File: config.mk
export PLATFORM = sky130hd
export DESIGN_NAME = alu16_exec
export DESIGN_NICKNAME = d
export VERILOG_FILES = /design/src/rtl/alu16_pkg.sv /design/src/rtl/alu16_flag_eval.sv /design/src/rtl/alu16_dual.sv /design/src/rtl/alu16_single.sv /design/src/rtl/alu16_exec.sv
export SDC_FILE = /design/constraint.sdc
export NUM_CORES = 1
export LEC_CHECK = 0
export BUFFER_PORTS_ARGS = -buffer_cell sky130_fd_sc_hd__buf_4
export CORE_ASPECT_RATIO = 1.2
export CORE_MARGIN = 2
export CORE_UTILIZATION = 55
export DETAILED_ROUTE_END_ITERATION = 16
export GPL_ROUTABILITY_DRIVEN = 0
export GPL_TIMING_DRIVEN = 0
export PLACE_DENSITY = 0.8
export SLEW_MARGIN = 5
export SYNTH_ARGS = -nofsm -noshare
export SYNTH_HDL_FRONTEND = slang
export SYNTH_SLANG_ARGS = --single-unit
export TNS_END_PERCENT = 50
File: constraint.sdc
create_clock -name clk -period 4.39 [get_ports clk]
set_input_delay 0.439 -clock clk [delete_from_list [all_inputs] [get_ports clk]]
set_output_delay 0.439 -clock clk [all_outputs]
set_load 0.01 [all_outputs]
File: src/rtl/alu16_pkg.sv
`timescale 1ns/1ps
// Package: opcode encodings and the flag word layout shared by the ALU.
// Assumes the flag word is packed as {V,N,Z,C} with C in bit 0.
package alu16_pkg;

    typedef enum logic [3:0] {
        D_MOV  = 4'd4,
        D_ADD  = 4'd5,
        D_ADDC = 4'd6,
        D_SUBC = 4'd7,
        D_SUB  = 4'd8,
        D_CMP  = 4'd9,
        D_DADD = 4'd10,
        D_BIT  = 4'd11,
        D_BIC  = 4'd12,
        D_BIS  = 4'd13,
        D_XOR  = 4'd14,
        D_AND  = 4'd15
    } dual_op_e;

    typedef enum logic [2:0] {
        S_RRC  = 3'd0,
        S_SWPB = 3'd1,
        S_RRA  = 3'd2,
        S_SXT  = 3'd3
    } single_op_e;

    typedef struct packed {
        logic v;
        logic n;
        logic z;
        logic c;
    } flags_t;

endpackage

File: src/rtl/alu16_flag_eval.sv
`timescale 1ns/1ps
// Module: alu16_flag_eval
// Derives the zero and negative flags from a result at word or byte width.
// Assumes that in byte mode only bits HALF_W-1:0 carry meaning.
module alu16_flag_eval #(
    parameter int DATA_W = 16
) (
    input  logic [DATA_W-1:0] val,
    input  logic              byte_mode,
    output logic              zero,
    output logic              neg
);
    localparam int HALF_W = DATA_W / 2;

    // Select the width at which zero and sign are judged.
    always_comb begin
        if (byte_mode) begin
            zero = (val[HALF_W-1:0] == '0);
            neg  = val[HALF_W-1];
        end else begin
            zero = (val == '0);
            neg  = val[DATA_W-1];
        end
    end
endmodule

File: src/rtl/alu16_dual.sv
`timescale 1ns/1ps
// Module: alu16_dual
// Combinational datapath for the two-operand group: add/subtract family,
// logic operations and moves, with a per-operation flag policy.
// Assumes a byte operation ignores the upper half of both operands.
module alu16_dual
    import alu16_pkg::*;
#(
    parameter int DATA_W = 16
) (
    input  logic [3:0]        op,
    input  logic              byte_mode,
    input  logic [DATA_W-1:0] src,
    input  logic [DATA_W-1:0] dst,
    input  flags_t            flags_in,
    output logic [DATA_W-1:0] res,
    output logic              wr,
    output flags_t            flags_out
);
    localparam int HALF_W = DATA_W / 2;

    logic [DATA_W-1:0] mask, a_v, s_v, ns_v, add_b;
    logic              add_ci;
    logic [DATA_W:0]   sum;
    logic              carry, ovf, sa, sb, sr;
    logic              z_w, n_w;

    typedef enum logic [1:0] {FL_KEEP, FL_ARITH, FL_LOGIC, FL_XOR} fl_kind_e;
    fl_kind_e kind;

    // Mask the operands to the active width and pick the adder inputs.
    always_comb begin
        mask = byte_mode ? {{(DATA_W-HALF_W){1'b0}}, {HALF_W{1'b1}}} : {DATA_W{1'b1}};
        a_v  = dst & mask;
        s_v  = src & mask;
        ns_v = ~src & mask;
        unique case (dual_op_e'(op))
            D_ADD:         begin add_b = s_v;  add_ci = 1'b0;       end
            D_ADDC:        begin add_b = s_v;  add_ci = flags_in.c; end
            D_SUBC:        begin add_b = ns_v; add_ci = flags_in.c; end
            D_SUB, D_CMP:  begin add_b = ns_v; add_ci = 1'b1;       end
            default:       begin add_b = s_v;  add_ci = 1'b0;       end
        endcase
        sum   = {1'b0, a_v} + {1'b0, add_b} + {{DATA_W{1'b0}}, add_ci};
        carry = byte_mode ? sum[HALF_W] : sum[DATA_W];
    end

    // Choose the result, the write-enable and the flag policy per opcode.
    always_comb begin
        res  = '0;
        wr   = 1'b0;
        kind = FL_KEEP;
        unique case (dual_op_e'(op))
            D_MOV:                 begin res = s_v;              wr = 1'b1; end
            D_ADD, D_ADDC,
            D_SUBC, D_SUB:         begin res = sum[DATA_W-1:0] & mask; wr = 1'b1; kind = FL_ARITH; end
            D_CMP:                 begin res = sum[DATA_W-1:0] & mask; kind = FL_ARITH; end
            D_BIT:                 begin res = a_v & s_v;        kind = FL_LOGIC; end
            D_AND:                 begin res = a_v & s_v;        wr = 1'b1; kind = FL_LOGIC; end
            D_XOR:                 begin res = a_v ^ s_v;        wr = 1'b1; kind = FL_XOR; end
            D_BIC:                 begin res = a_v & ns_v;       wr = 1'b1; end
            D_BIS:                 begin res = a_v | s_v;        wr = 1'b1; end
            default:               begin res = '0; end
        endcase
    end

    alu16_flag_eval #(.DATA_W(DATA_W)) u_feval (
        .val       (res),
        .byte_mode (byte_mode),
        .zero      (z_w),
        .neg       (n_w)
    );

    // Assemble the outgoing flags from the chosen policy.
    always_comb begin
        sa  = byte_mode ? a_v[HALF_W-1]   : a_v[DATA_W-1];
        sb  = byte_mode ? add_b[HALF_W-1] : add_b[DATA_W-1];
        sr  = n_w;
        ovf = (sa == sb) && (sr != sa);
        unique case (kind)
            FL_ARITH: flags_out = '{v: ovf, n: n_w, z: z_w, c: carry};
            FL_LOGIC: flags_out = '{v: 1'b0, n: n_w, z: z_w, c: !z_w};
            FL_XOR:   flags_out = '{v: sa && (byte_mode ? s_v[HALF_W-1] : s_v[DATA_W-1]),
                                    n: n_w, z: z_w, c: !z_w};
            default:  flags_out = flags_in;
        endcase
    end
endmodule

File: src/rtl/alu16_single.sv
`timescale 1ns/1ps
// Module: alu16_single
// Combinational datapath for the one-operand group: rotate through carry,
// arithmetic shift, byte swap and sign extension.
// Assumes swap and sign extension are word operations whatever byte_mode says.
module alu16_single
    import alu16_pkg::*;
#(
    parameter int DATA_W = 16
) (
    input  logic [2:0]        op,
    input  logic              byte_mode,
    input  logic [DATA_W-1:0] opnd,
    input  flags_t            flags_in,
    output logic [DATA_W-1:0] res,
    output logic              wr,
    output flags_t            flags_out
);
    localparam int HALF_W = DATA_W / 2;

    logic [DATA_W-1:0] a_v, shr;
    logic              top_in, eff_byte, z_w, n_w;

    // Form the shifted value with the requested fill bit at the active MSB.
    always_comb begin
        a_v = byte_mode ? {{(DATA_W-HALF_W){1'b0}}, opnd[HALF_W-1:0]} : opnd;
        if (dual_fill_is_carry(op))
            top_in = flags_in.c;
        else
            top_in = byte_mode ? a_v[HALF_W-1] : a_v[DATA_W-1];
        shr = a_v >> 1;
        if (byte_mode) shr[HALF_W-1] = top_in;
        else           shr[DATA_W-1] = top_in;
    end

    function automatic logic dual_fill_is_carry(input logic [2:0] code);
        return single_op_e'(code) == S_RRC;
    endfunction

    // Pick the result and write-enable per opcode.
    always_comb begin
        res      = '0;
        wr       = 1'b0;
        eff_byte = 1'b0;
        unique case (single_op_e'(op))
            S_RRC, S_RRA: begin res = shr; wr = 1'b1; eff_byte = byte_mode; end
            S_SWPB:       begin res = {opnd[HALF_W-1:0], opnd[DATA_W-1:HALF_W]}; wr = 1'b1; end
            S_SXT:        begin res = {{(DATA_W-HALF_W){opnd[HALF_W-1]}}, opnd[HALF_W-1:0]}; wr = 1'b1; end
            default:      begin res = '0; end
        endcase
    end

    alu16_flag_eval #(.DATA_W(DATA_W)) u_feval (
        .val       (res),
        .byte_mode (eff_byte),
        .zero      (z_w),
        .neg       (n_w)
    );

    // Set the flags per opcode; unsupported codes and the swap keep them.
    always_comb begin
        unique case (single_op_e'(op))
            S_RRC, S_RRA: flags_out = '{v: 1'b0, n: n_w, z: z_w, c: a_v[0]};
            S_SXT:        flags_out = '{v: 1'b0, n: n_w, z: z_w, c: !z_w};
            default:      flags_out = flags_in;
        endcase
    end
endmodule

File: src/rtl/alu16_exec.sv
`timescale 1ns/1ps
// Module: alu16_exec (top)
// Selects between the two instruction groups and registers result,
// write-enable and flags, giving a fixed latency of one clock.
// Assumes the requester holds no expectation of output when in_valid is low.
module alu16_exec
    import alu16_pkg::*;
#(
    parameter int DATA_W = 16
) (
    input  logic              clk,
    input  logic              rst_n,
    input  logic              in_valid,
    input  logic              in_group,
    input  logic [3:0]        in_op2,
    input  logic [2:0]        in_op1,
    input  logic              in_byte,
    input  logic [DATA_W-1:0] in_src,
    input  logic [DATA_W-1:0] in_dst,
    input  logic [3:0]        in_flags,
    output logic              out_valid,
    output logic [DATA_W-1:0] out_result,
    output logic              out_wr,
    output logic [3:0]        out_flags
);
    logic [DATA_W-1:0] d_res, s_res, nxt_res;
    logic              d_wr, s_wr, nxt_wr;
    flags_t            d_fl, s_fl, nxt_fl;

    alu16_dual #(.DATA_W(DATA_W)) u_dual (
        .op        (in_op2),
        .byte_mode (in_byte),
        .src       (in_src),
        .dst       (in_dst),
        .flags_in  (flags_t'(in_flags)),
        .res       (d_res),
        .wr        (d_wr),
        .flags_out (d_fl)
    );

    alu16_single #(.DATA_W(DATA_W)) u_single (
        .op        (in_op1),
        .byte_mode (in_byte),
        .opnd      (in_dst),
        .flags_in  (flags_t'(in_flags)),
        .res       (s_res),
        .wr        (s_wr),
        .flags_out (s_fl)
    );

    // Steer the selected group's outputs toward the output register.
    always_comb begin
        nxt_res = in_group ? s_res : d_res;
        nxt_wr  = in_group ? s_wr  : d_wr;
        nxt_fl  = in_group ? s_fl  : d_fl;
    end

    // Output register with synchronous active-low reset.
    always_ff @(posedge clk) begin
        if (!rst_n) begin
            out_valid  <= 1'b0;
            out_wr     <= 1'b0;
            out_result <= '0;
            out_flags  <= '0;
        end else begin
            out_valid <= in_valid;
            out_wr    <= in_valid && nxt_wr;
            if (in_valid) begin
                out_result <= nxt_res;
                out_flags  <= nxt_fl;
            end
        end
    end
endmodule

==> summary.md, run 1 <==
| Metric | Value |
|---|---|
| Register area | around 440 µm² |
| Crit end category | flop |
| Clk_lat worst skew | 260 ps |
| Worst hold stages | 2 |
| Core area | just under 0.007 mm² |
| Mapped Cells | 568 |
| Fillcell total | 641 |
| YS warnings | 0 |
| Die Y | ~96 µm |
| Rel. slew slack | 0.361 |
| First-pass iteration count of the detailed router | 6 |
| Mapped cell area | roughly 0.0039 mm² |
| Number of flops mapped to enable cells by yosys | 0 |
| Setup TNS | 0 ps |
| Commonest non-fill, non-tap cells in the layout | 75 x nand2_1, 69 x buf_4, 58 x nor2_1, 33 x inv_1, 33 x a21oi_1 |
| Power per cell area | roughly 190 mW/mm² |
| Most frequent cell on the critical path | buf_2 |
| Flop2flop setup slack | between 3000 and 4000 ps |
| CTS tree | yes |
| Synth cell types | just under 80 |
| Routed WL per cell | approximately 18 µm |
| Placed cells | roughly 720 |
| I/O Buffers | 66 |
| CTS max path bufs | 2 |
| Hold Slack | approximately 440 ps |
| Most common cell after layout, fill and taps aside | nand2_1 |
| Min-Delay Path Class | in2reg |
| Antenna Nets Post-Route | 0 |
| First-pass GRT wire length | roughly 21 mm |
| Largest net degree at the start of global routing | 12 |
| Initial drt markers | 530 |
| Final net count | around 700 |
| Post-Route WL | ~13 mm |
| Hold Path Sink | out_valid$_SDFF_PN0_ |
| Leakage | about 0.002 µW |
| CP peak stage delay | ~470 ps |
| Register area share after synthesis | 0.112 |
| Crit Path Category | in2reg |
| Die X | 81.1 µm |
| RSZ-0062 raised after global routing | no |
| Syn_nets | around 650 |
| Area of the multi-input gates | about 0.0032 mm² |
| Ys flop type | dfxtp_1 |
| Via density | between 6 and 7 |
| Pre-CTS WS | -615 ps |
| R2r endpoint | out_flags[0]$_SDFFE_PN0P_ |
| Share of layout cells above drive strength 1 | 0.167 |
| Placed inst area | ~0.0045 mm² |
| Non-filler cells, final | 723 |
| Tightest Pin Transition | 956 ps |
| ANT cells | 0 |
| Final Slew Violations | 0 |
| Vias in the first global route | around 4400 |
| Final hold vios | 0 |
| CP Data Required Time | roughly 4500 ps |
| Setup Fix Bufs, Post-CTS | 0 |
| Tmin final | around 4200 ps |
| CTS Sinks | 22 |
| Max stage delay cell, worst path | a2111oi_2 |
| Layout Skew | 0 ps |
| Largest fanout on the critical path | 10 |
| Fin crit share | 0.967 |
| Ys async rst share | 0 |
| HP Start | rst_n |
| Die area | 0.00782 mm² |
| Worst path cell trace | buf_4 -> buf_2 -> nor2b_2 -> a21o_1 -> buf_2 -> buf_6 -> xnor2_1 -> fa_1 -> a211oi_2 -> o21ai_0 -> a2111oi_2 -> o311a_1 -> nand2_1 -> nor4b_2 -> a41oi_2 -> o21ai_1 -> a31oi_1 |
| Post-route cell area | between 0.004 and 0.005 mm² |
| Synth Register Bits | 22 |
| Outcome | finished, final reports clean |
| Grt ovf | 0 |
| Initial antenna violation count | 0 |
| FMAX | 236 MHz |
| Syn Area/Cell | 6.90 µm² |
| Number of hold buffers added after CTS | 0 |
| H-tree depth | 1 |
| Final HPWL DP | approximately 11 mm |
| Final worst-path setup slack | between 100 and 150 ps |
| CP Launch Type | primary input |
| Cts bufs inserted | 3 |
| Finish-stage setup viols | 0 |
| Std-Cell Rows | 33 |
| FF-to-FF Start | out_flags[0]$_SDFFE_PN0P_ |
| VDD IR max | between 0.15 and 0.2 mV |
| CTS root buf | clkbuf_8 |
| Top Ports | 70 |
| MaxCap Viol Count | 0 |
| Starting Density | 0.572 |
| Vias post-DR | roughly 4700 |
| Area growth syn-to-layout | 17.5% |
| Clk slew on worst S/H paths | 70 ps |
| DRC violations left | 0 |
| Reg2Reg Depth | 3 |
| Overall Global Routing Usage | 0.349 |
| Crit path DAT | 4390 ps |
## Yosys cell counts, drive strengths merged (3+ instances only)
cell / instances / area share
nor2b: 14 / 0.022
nand2b: 12 / 0.021
xnor2: 17 / 0.038
nor3: 16 / 0.020
and3: 3 / 0.0048
o32ai: 5 / 0.011
dfxtp: 22 / 0.11
a21boi: 8 / 0.015
a311oi: 5 / 0.011
nand3: 9 / 0.011
ha: 31 / 0.099
a32oi: 3 / 0.0067
a311o: 3 / 0.0077
nor4b: 4 / 0.012
a21oi: 34 / 0.046
nor2: 58 / 0.056
o31a: 3 / 0.0067
a21o: 8 / 0.016
o221ai: 3 / 0.0067
a221o: 5 / 0.013
clkbuf: 18 / 0.017
nor3b: 3 / 0.0070
buf: 19 / 0.030
nor4: 4 / 0.0080
inv: 34 / 0.033
and2: 10 / 0.016
o21ai: 34 / 0.043
a211oi: 13 / 0.026
a31oi: 8 / 0.013
mux2i: 13 / 0.033
o211ai: 10 / 0.019
nand2: 76 / 0.073
xor2: 7 / 0.016
a221oi: 4 / 0.0089
a211o: 4 / 0.0089
o31ai: 7 / 0.013
## cells by family after synthesis
group,count (synthesis),share of synthesized area
flops,22,0.112
xor+xnor,24,0.0536
simple gates,220,0.274
compound gates,185,0.338
buf+inv,71,0.0798
mux,13,0.0332
fa+ha+maj,33,0.109
## cell type report
cell class                      instances  area share
Tap cell                               87      0.0236
Inverter                               34      0.0277
Sequential cell                        22      0.0956
Multi-Input combinational cell        475       0.696
Buffer                                 36      0.0407
Clock buffer                            3     0.00896
Timing Repair Buffer                   66       0.108
## power breakdown
part | switching [µW] | internal [µW]
Sequential | 7.52 | 213
Combinational | 317 | 216
Clock | 59.4 | 61.2
## worst max-delay path by stage
stage | from | endpoint | slack (ps)
after floorplan | in_op2[2] | out_flags[0]$_SDFFE_PN0P_ | 450
after global placement | in_op2[3] | out_flags[1]$_SDFFE_PN0P_ | -450
after global routing | in_op2[3] | out_flags[0]$_SDFFE_PN0P_ | 6
final | in_op2[3] | out_flags[0]$_SDFFE_PN0P_ | 140
after CTS | in_op2[1] | out_flags[0]$_SDFFE_PN0P_ | 30
after detailed placement | in_op2[3] | out_flags[1]$_SDFFE_PN0P_ | -610
## metrics by stage
step / power [µW] / util
global placement: 721 / 0.660
global route: 934 / 0.672
floorplan: 566 / -
detailed placement: 735 / 0.660
finish: 875 / 0.672
CTS: 857 / 0.669
## layer usage
layer  part of all wire  vias up  wire, µm  track usage
li1                   -     2224         -            -
met1               0.39     2115      5230        0.433
met2               0.46      314      6070        0.592
met3              0.089       74      1190       0.0325
met4              0.062        0       828        0.189
met5                  0        -         0            0
## what timing repair did
item / CTS / global route
gates resized for setup: 4 / 5
hold endpoints to repair: 0 / 0
endpoints found under the setup margin: 4 / 4
## state kept, by name, summed over array words and instances (netlist names)
register / flops
out_result: 16
out_wr: 1
out_valid: 1
out_flags: 4
## critical path, delay by kind of cell
kind	cells	cell delay [ps]
AND/OR/NAND/NOR	3	680
adder cells (fa/ha/maj)	1	410
XOR/XNOR	1	110
AO/OA/AOI/OAI	8	1970
buffers and inverters	4	780
(Power assumes the default switching activity.)
==> run 2, diff against run 1 <==
--- a/config.mk
+++ b/config.mk
@@ -6,13 +6,15 @@
 export NUM_CORES = 1
 export LEC_CHECK = 0
 export BUFFER_PORTS_ARGS = -buffer_cell sky130_fd_sc_hd__buf_4
+export CELL_PAD_IN_SITES_DETAIL_PLACEMENT = 1
+export CELL_PAD_IN_SITES_GLOBAL_PLACEMENT = 2
 export CORE_ASPECT_RATIO = 1.2
 export CORE_MARGIN = 2
-export CORE_UTILIZATION = 55
+export CORE_UTILIZATION = 32
 export DETAILED_ROUTE_END_ITERATION = 16
 export GPL_ROUTABILITY_DRIVEN = 0
 export GPL_TIMING_DRIVEN = 0
-export PLACE_DENSITY = 0.8
+export PLACE_DENSITY = 0.83
 export SLEW_MARGIN = 5
 export SYNTH_ARGS = -nofsm -noshare
 export SYNTH_HDL_FRONTEND = slang
==> run 2 against run 1 <==
Clock-buffer cell count is 1 higher. Via count is 2.4% lower. Die area rose by 68%.
==> summary.md, run 2 (synthesis gave the netlist of run 1 again) <==
| Metric | Value |
|---|---|
| Outcome | finished, final reports clean |
| Crit path DAT | 4320 ps |
| DRC violations left | 0 |
| CP Launch Type | primary input |
| Final hold vios | 0 |
| Core area | between 0.01 and 0.015 mm² |
| Leakage | around 0.002 µW |
| Vias in the first global route | roughly 4700 |
| Routed WL per cell | a little over 20 µm |
| Crit end category | flop |
| Area growth syn-to-layout | 21.4% |
| Placed cells | 795 |
| Fin crit share | 0.953 |
| Worst hold stages | 2 |
| Setup Fix Bufs, Post-CTS | 0 |
| Reg2Reg Depth | 3 |
| Flop2flop setup slack | ~3400 ps |
| Min-Delay Path Class | in2reg |
| CP peak stage delay | 580 ps |
| Cts bufs inserted | 3 |
| Overall Global Routing Usage | 0.248 |
| Setup TNS | 0 ps |
| Tmin final | about 4200 ps |
| Starting Density | 0.325 |
| Die X | roughly 110 µm |
| Final Slew Violations | 0 |
| Finish-stage setup viols | 0 |
| First-pass iteration count of the detailed router | 5 |
| Register area | about 440 µm² |
| Worst path cell trace | buf_4 -> buf_4 -> nor3b_4 -> a21o_1 -> clkbuf_4 -> buf_6 -> xnor2_1 -> fa_1 -> inv_1 -> fa_1 -> xor2_1 -> o22ai_1 -> a311oi_1 -> nand3_1 -> or4_1 -> o21ai_1 -> a31oi_1 |
| Antenna Nets Post-Route | 0 |
| ANT cells | 0 |
| Max stage delay cell, worst path | or4_1 |
| Top flop regs | out_result (16), out_flags (4) |
| FMAX | around 240 MHz |
| Area of the multi-input gates | between 0.003 and 0.004 mm² |
| Final HPWL DP | around 14 mm |
| Tot Pwr | 990 µW |
| Initial antenna violation count | 0 |
| Power per cell area | 208 mW/mm² |
| Largest net degree at the start of global routing | 13 |
| Commonest non-fill, non-tap cells in the layout | 75 x nand2_1, 69 x buf_4, 58 x nor2_1, 33 x inv_1, 32 x a21oi_1 |
| Hold Path Sink | out_valid$_SDFF_PN0_ |
| Tightest Pin Transition | roughly 980 ps |
| Number of flip-flops under the largest register name | 16 |
| Non-filler cells, final | about 800 |
| Clk slew on worst S/H paths | around 60 ps |
| Largest fanout on the critical path | 10 |
| Crit Path Category | in2reg |
| Fillcell total | ~1600 |
| Die Y | roughly 130 µm |
| First-pass GRT wire length | around 26 mm |
| CP Data Required Time | 4530 ps |
| Number of hold buffers added after CTS | 0 |
| Die area | between 0.01 and 0.015 mm² |
| HP Start | rst_n |
| VDD IR max | between 0.15 and 0.2 mV |
| Layout Skew | 0 ps |
| Share of layout cells above drive strength 1 | 0.174 |
| Largest Register | out_result |
| Grt ovf | 0 |
| CTS tree | yes |
| R2r endpoint | out_flags[0]$_SDFFE_PN0P_ |
| Final net count | 719 |
| I/O Buffers | 66 |
| Vias post-DR | between 4000 and 5000 |
| CTS root buf | clkbuf_16 |
| H-tree depth | 1 |
| Post-Route WL | ~16 mm |
| Clk_lat worst skew | roughly 260 ps |
| Most common cell after layout, fill and taps aside | nand2_1 |
| CTS Sinks | 22 |
| FF-to-FF Start | out_flags[0]$_SDFFE_PN0P_ |
| MaxCap Viol Count | 0 |
| Initial drt markers | about 250 |
| Via density | roughly 5.8 |
| CTS max path bufs | 2 |
| Top Ports | 70 |
| Std-Cell Rows | 44 |
| Rel. slew slack | 0.342 |
run 2: cell types whose count changed in the layout (fill, tap and decap cells not counted), sizes merged:
cell    before  now
buf         85   83
clkbuf      20   23
run 2: worst max path at each step:
stage / slack (ps) / start / to
after CTS: 40 / in_op2[2] / out_flags[0]$_SDFFE_PN0P_
after detailed placement: -690 / in_op2[3] / out_flags[1]$_SDFFE_PN0P_
after global routing: -20 / in_op2[2] / out_flags[0]$_SDFFE_PN0P_
after floorplan: 450 / in_op2[2] / out_flags[0]$_SDFFE_PN0P_
after global placement: -550 / in_op2[3] / out_flags[1]$_SDFFE_PN0P_
final: 210 / in_op2[2] / out_flags[0]$_SDFFE_PN0P_
run 2: what timing repair did:
action | 4_1_cts | 5_1_grt
endpoints found under the setup margin | 4 | 4
resized for setup | 6 | 9
pin swaps | 0 | 2
run 2: final cells by class:
cell class,count,share of cell area
timing repair buffer,66,0.104
clock buffer,4,0.0187
inverter,34,0.0268
buffer,36,0.0402
multi-input combinational,475,0.675
tap,161,0.0423
sequential,22,0.0925
run 2: critical path: cells and delay by family:
family | cells | cell delay (ps)
AOI/OAI and AO/OA | 5 | 950
xor gates and xnor gates | 2 | 360
adders and majority gates | 2 | 720
buffers and inverters | 5 | 800
and+or+nand+nor | 3 | 1040
run 2: routing by layer:
metal,track usage,vias up,routed length [µm]
li1,-,2215,-
met1,0.321,2235,7220
met2,0.433,137,8050
met3,0.0130,28,619
met4,0.0910,0,495
met5,0,-,0
run 2: report_power, final:
part,total (µW),internal (µW),switching [µW],leakage (µW)
combinational,556,218,338,0.00181
clock,214,139,74.3,0.0000442
sequential,221,214,7.23,0.000181
total,990,571,419,0.00203
run 2: stage by stage:
stage                     utilization  hold slack (ps)  area [µm²]  setup WS (ps)
final                           0.395              436        4760            207
after global routing            0.395              445        4760          -17.3
after CTS                       0.392              436        4730           39.5
after detailed placement        0.383              469        4620           -690
after global placement          0.383              462        4620           -545
after floorplan                     -              495        3920            446
==> run 3, diff against run 2 <==
--- a/config.mk
+++ b/config.mk
@@ -8,7 +8,7 @@
 export BUFFER_PORTS_ARGS = -buffer_cell sky130_fd_sc_hd__buf_4
 export CELL_PAD_IN_SITES_DETAIL_PLACEMENT = 1
 export CELL_PAD_IN_SITES_GLOBAL_PLACEMENT = 2
-export CORE_ASPECT_RATIO = 1.2
+export CORE_ASPECT_RATIO = 0.8
 export CORE_MARGIN = 2
 export CORE_UTILIZATION = 32
 export DETAILED_ROUTE_END_ITERATION = 16
==> run 3 against run 2 <==
Sequential share of layout area about the same. Non-clock buffer count increased by 2. Via count increased by 4.7%. First-iteration DRC count increased by 18%. Final cell count decreased by 0.88%. Total power increased by 0.88%. Clock-buffer cell count unchanged. Largest power group unchanged. Routed wire length increased by 3.2%. Cell area decreased by 0.16%.
==> summary.md, run 3 (synthesis gave the netlist of run 1 again) <==
| Metric | Value |
|---|---|
| Initial drt markers | 291 |
| Final worst-path setup slack | between 200 and 250 ps |
| DRC violations left | 0 |
| CP top delay family | compound AO/OA/AOI/OAI gates |
| Placed cells | 786 |
| Top flop regs | out_result (16), out_flags (4) |
| Final net count | slightly above 700 |
| Post-Route WL | 16.9 mm |
| Fillcell total | about 1600 |
| Cts bufs inserted | 3 |
| Tmin final | between 4000 and 5000 ps |
| Crit Path Category | in2reg |
| Tightest Pin Transition | 975 ps |
| M1 GR Usage | 0.359 |
| Fin crit share | 0.953 |
| Outcome | finished, final reports clean |
| I/O Buffers | 66 |
| Largest Register | out_result |
| Vias in the first global route | approximately 4600 |
| CTS max path bufs | 2 |
| Worst path cell trace | buf_4 -> buf_2 -> nor2b_4 -> a21o_1 -> clkbuf_4 -> buf_6 -> xnor2_1 -> fa_1 -> inv_1 -> fa_1 -> nor2b_1 -> o2111ai_2 -> a21o_1 -> a211oi_1 -> o21ai_0 -> a31oi_2 -> a41oi_2 -> o21ai_1 -> a31oi_1 |
| GR Layer Usage met2 | 0.425 |
| Number of hold buffers added after CTS | 0 |
| MaxCap Viol Count | 0 |
| Initial antenna violation count | 0 |
| Largest fanout on the critical path | 10 |
| Top Ports | 70 |
| Pre-CTS WS | -698 ps |
| Routed WL per cell | roughly 21 µm |
| Die Y | 103 µm |
| Crit path DAT | 4320 ps |
| Final HPWL DP | approximately 14 mm |
| Clk_lat worst skew | between 200 and 300 ps |
| CP Launch Type | primary input |
| Flop2flop setup slack | approximately 3300 ps |
| Finish-stage setup viols | 0 |
| Clk slew on worst S/H paths | 60 ps |
| First-pass iteration count of the detailed router | 5 |
| Die area | ~0.013 mm² |
| Final Slew Violations | 0 |
| Via density | 6.11 |
| Grt met3 use | 0.0311 |
| Starting Density | 0.325 |
| Die X | about 130 µm |
| Max stage delay cell, worst path | fa_1 |
| Core area | roughly 0.012 mm² |
| Min-Delay Path Class | in2reg |
| Crit end category | flop |
| Number of flip-flops under the largest register name | 16 |
| Layout Skew | 0 ps |
| Commonest non-fill, non-tap cells in the layout | 75 x nand2_1, 71 x buf_4, 58 x nor2_1, 33 x inv_1, 33 x a21oi_1 |
| Final hold vios | 0 |
| Rel. slew slack | 0.348 |
| Leakage | about 0.0020 µW |
| GR peak layer | met2 |
| VDD IR max | ~0.12 mV |
| Std-Cell Rows | 36 |
| CTS tree | yes |
| Hold Slack | 433 ps |
| CP bufs+invs | 5 |
| CTS Sinks | 22 |
| Power per cell area | between 200 and 250 mW/mm² |
| Largest net degree at the start of global routing | 13 |
| Register area | roughly 440 µm² |
| Antenna Nets Post-Route | 0 |
| Area growth syn-to-layout | 21.2% |
| Vias post-DR | between 4000 and 5000 |
| CP Data Required Time | about 4500 ps |
| CP peak stage delay | 460 ps |
| Grt ovf | 0 |
| ANT cells | 0 |
| CTS root buf | clkbuf_16 |
| First-pass GRT wire length | 26.0 mm |
| Non-filler cells, final | 791 |
| Most common cell after layout, fill and taps aside | nand2_1 |
| Share of layout cells above drive strength 1 | 0.172 |
| H-tree depth | 1 |
| Setup TNS | 0 ps |
| Overall Global Routing Usage | 0.257 |
| FMAX | 239 MHz |
| Area of the multi-input gates | 0.00321 mm² |
[run 3: cell count changes in the layout (fill, tap and decap cells not counted), sizes merged]
cell,delta
clkbuf,-1
buf,+3
[run 3: metal layers]
metal | vias up | wire length (µm)
met5 | - | 0
met4 | 0 | 350
met3 | 29 | 1190
met2 | 181 | 7640
met1 | 2399 | 7740
li1 | 2225 | -
[run 3: final cells by class]
type	instances	area share
Multi-Input combinational cell	475	0.674
Timing Repair Buffer	68	0.107
Sequential cell	22	0.0927
Buffer	36	0.0400
Tap cell	152	0.0400
Inverter	34	0.0268
Clock buffer	4	0.0187
[run 3: worst paths after layout]
kind,startpoint,end,cells past startpoint
worst max-delay path,in_op2[3],out_flags[0]$_SDFFE_PN0P_,19
worst min-delay path,rst_n,out_valid$_SDFF_PN0_,2
worst max register to register,out_flags[0]$_SDFFE_PN0P_,out_flags[0]$_SDFFE_PN0P_,3
worst min register to register,out_result[13]$_SDFFE_PN0P_,out_result[13]$_SDFFE_PN0P_,2
[run 3: timing repair]
action | 4_1_cts | 5_1_grt
buffers inserted | 0 | 2
setup endpoints to repair | 4 | 3
gates resized for setup | 7 | 4
pin swaps | 0 | 2
[run 3: through the flow]
step / instance area [µm²] / utilization / total power, µW
6_report: 4750 / 0.394 / 999
5_1_grt: 4750 / 0.394 / 1060
4_1_cts: 4720 / 0.391 / 993
3_5_place_dp: 4610 / 0.382 / 763
3_3_place_gp: 4610 / 0.382 / 750
2_1_floorplan: 3920 / - / 566
[run 3: power by group]
part	switching [µW]	internal, µW
sequential	7.79	214
clock	80.3	140
combinational	339	218
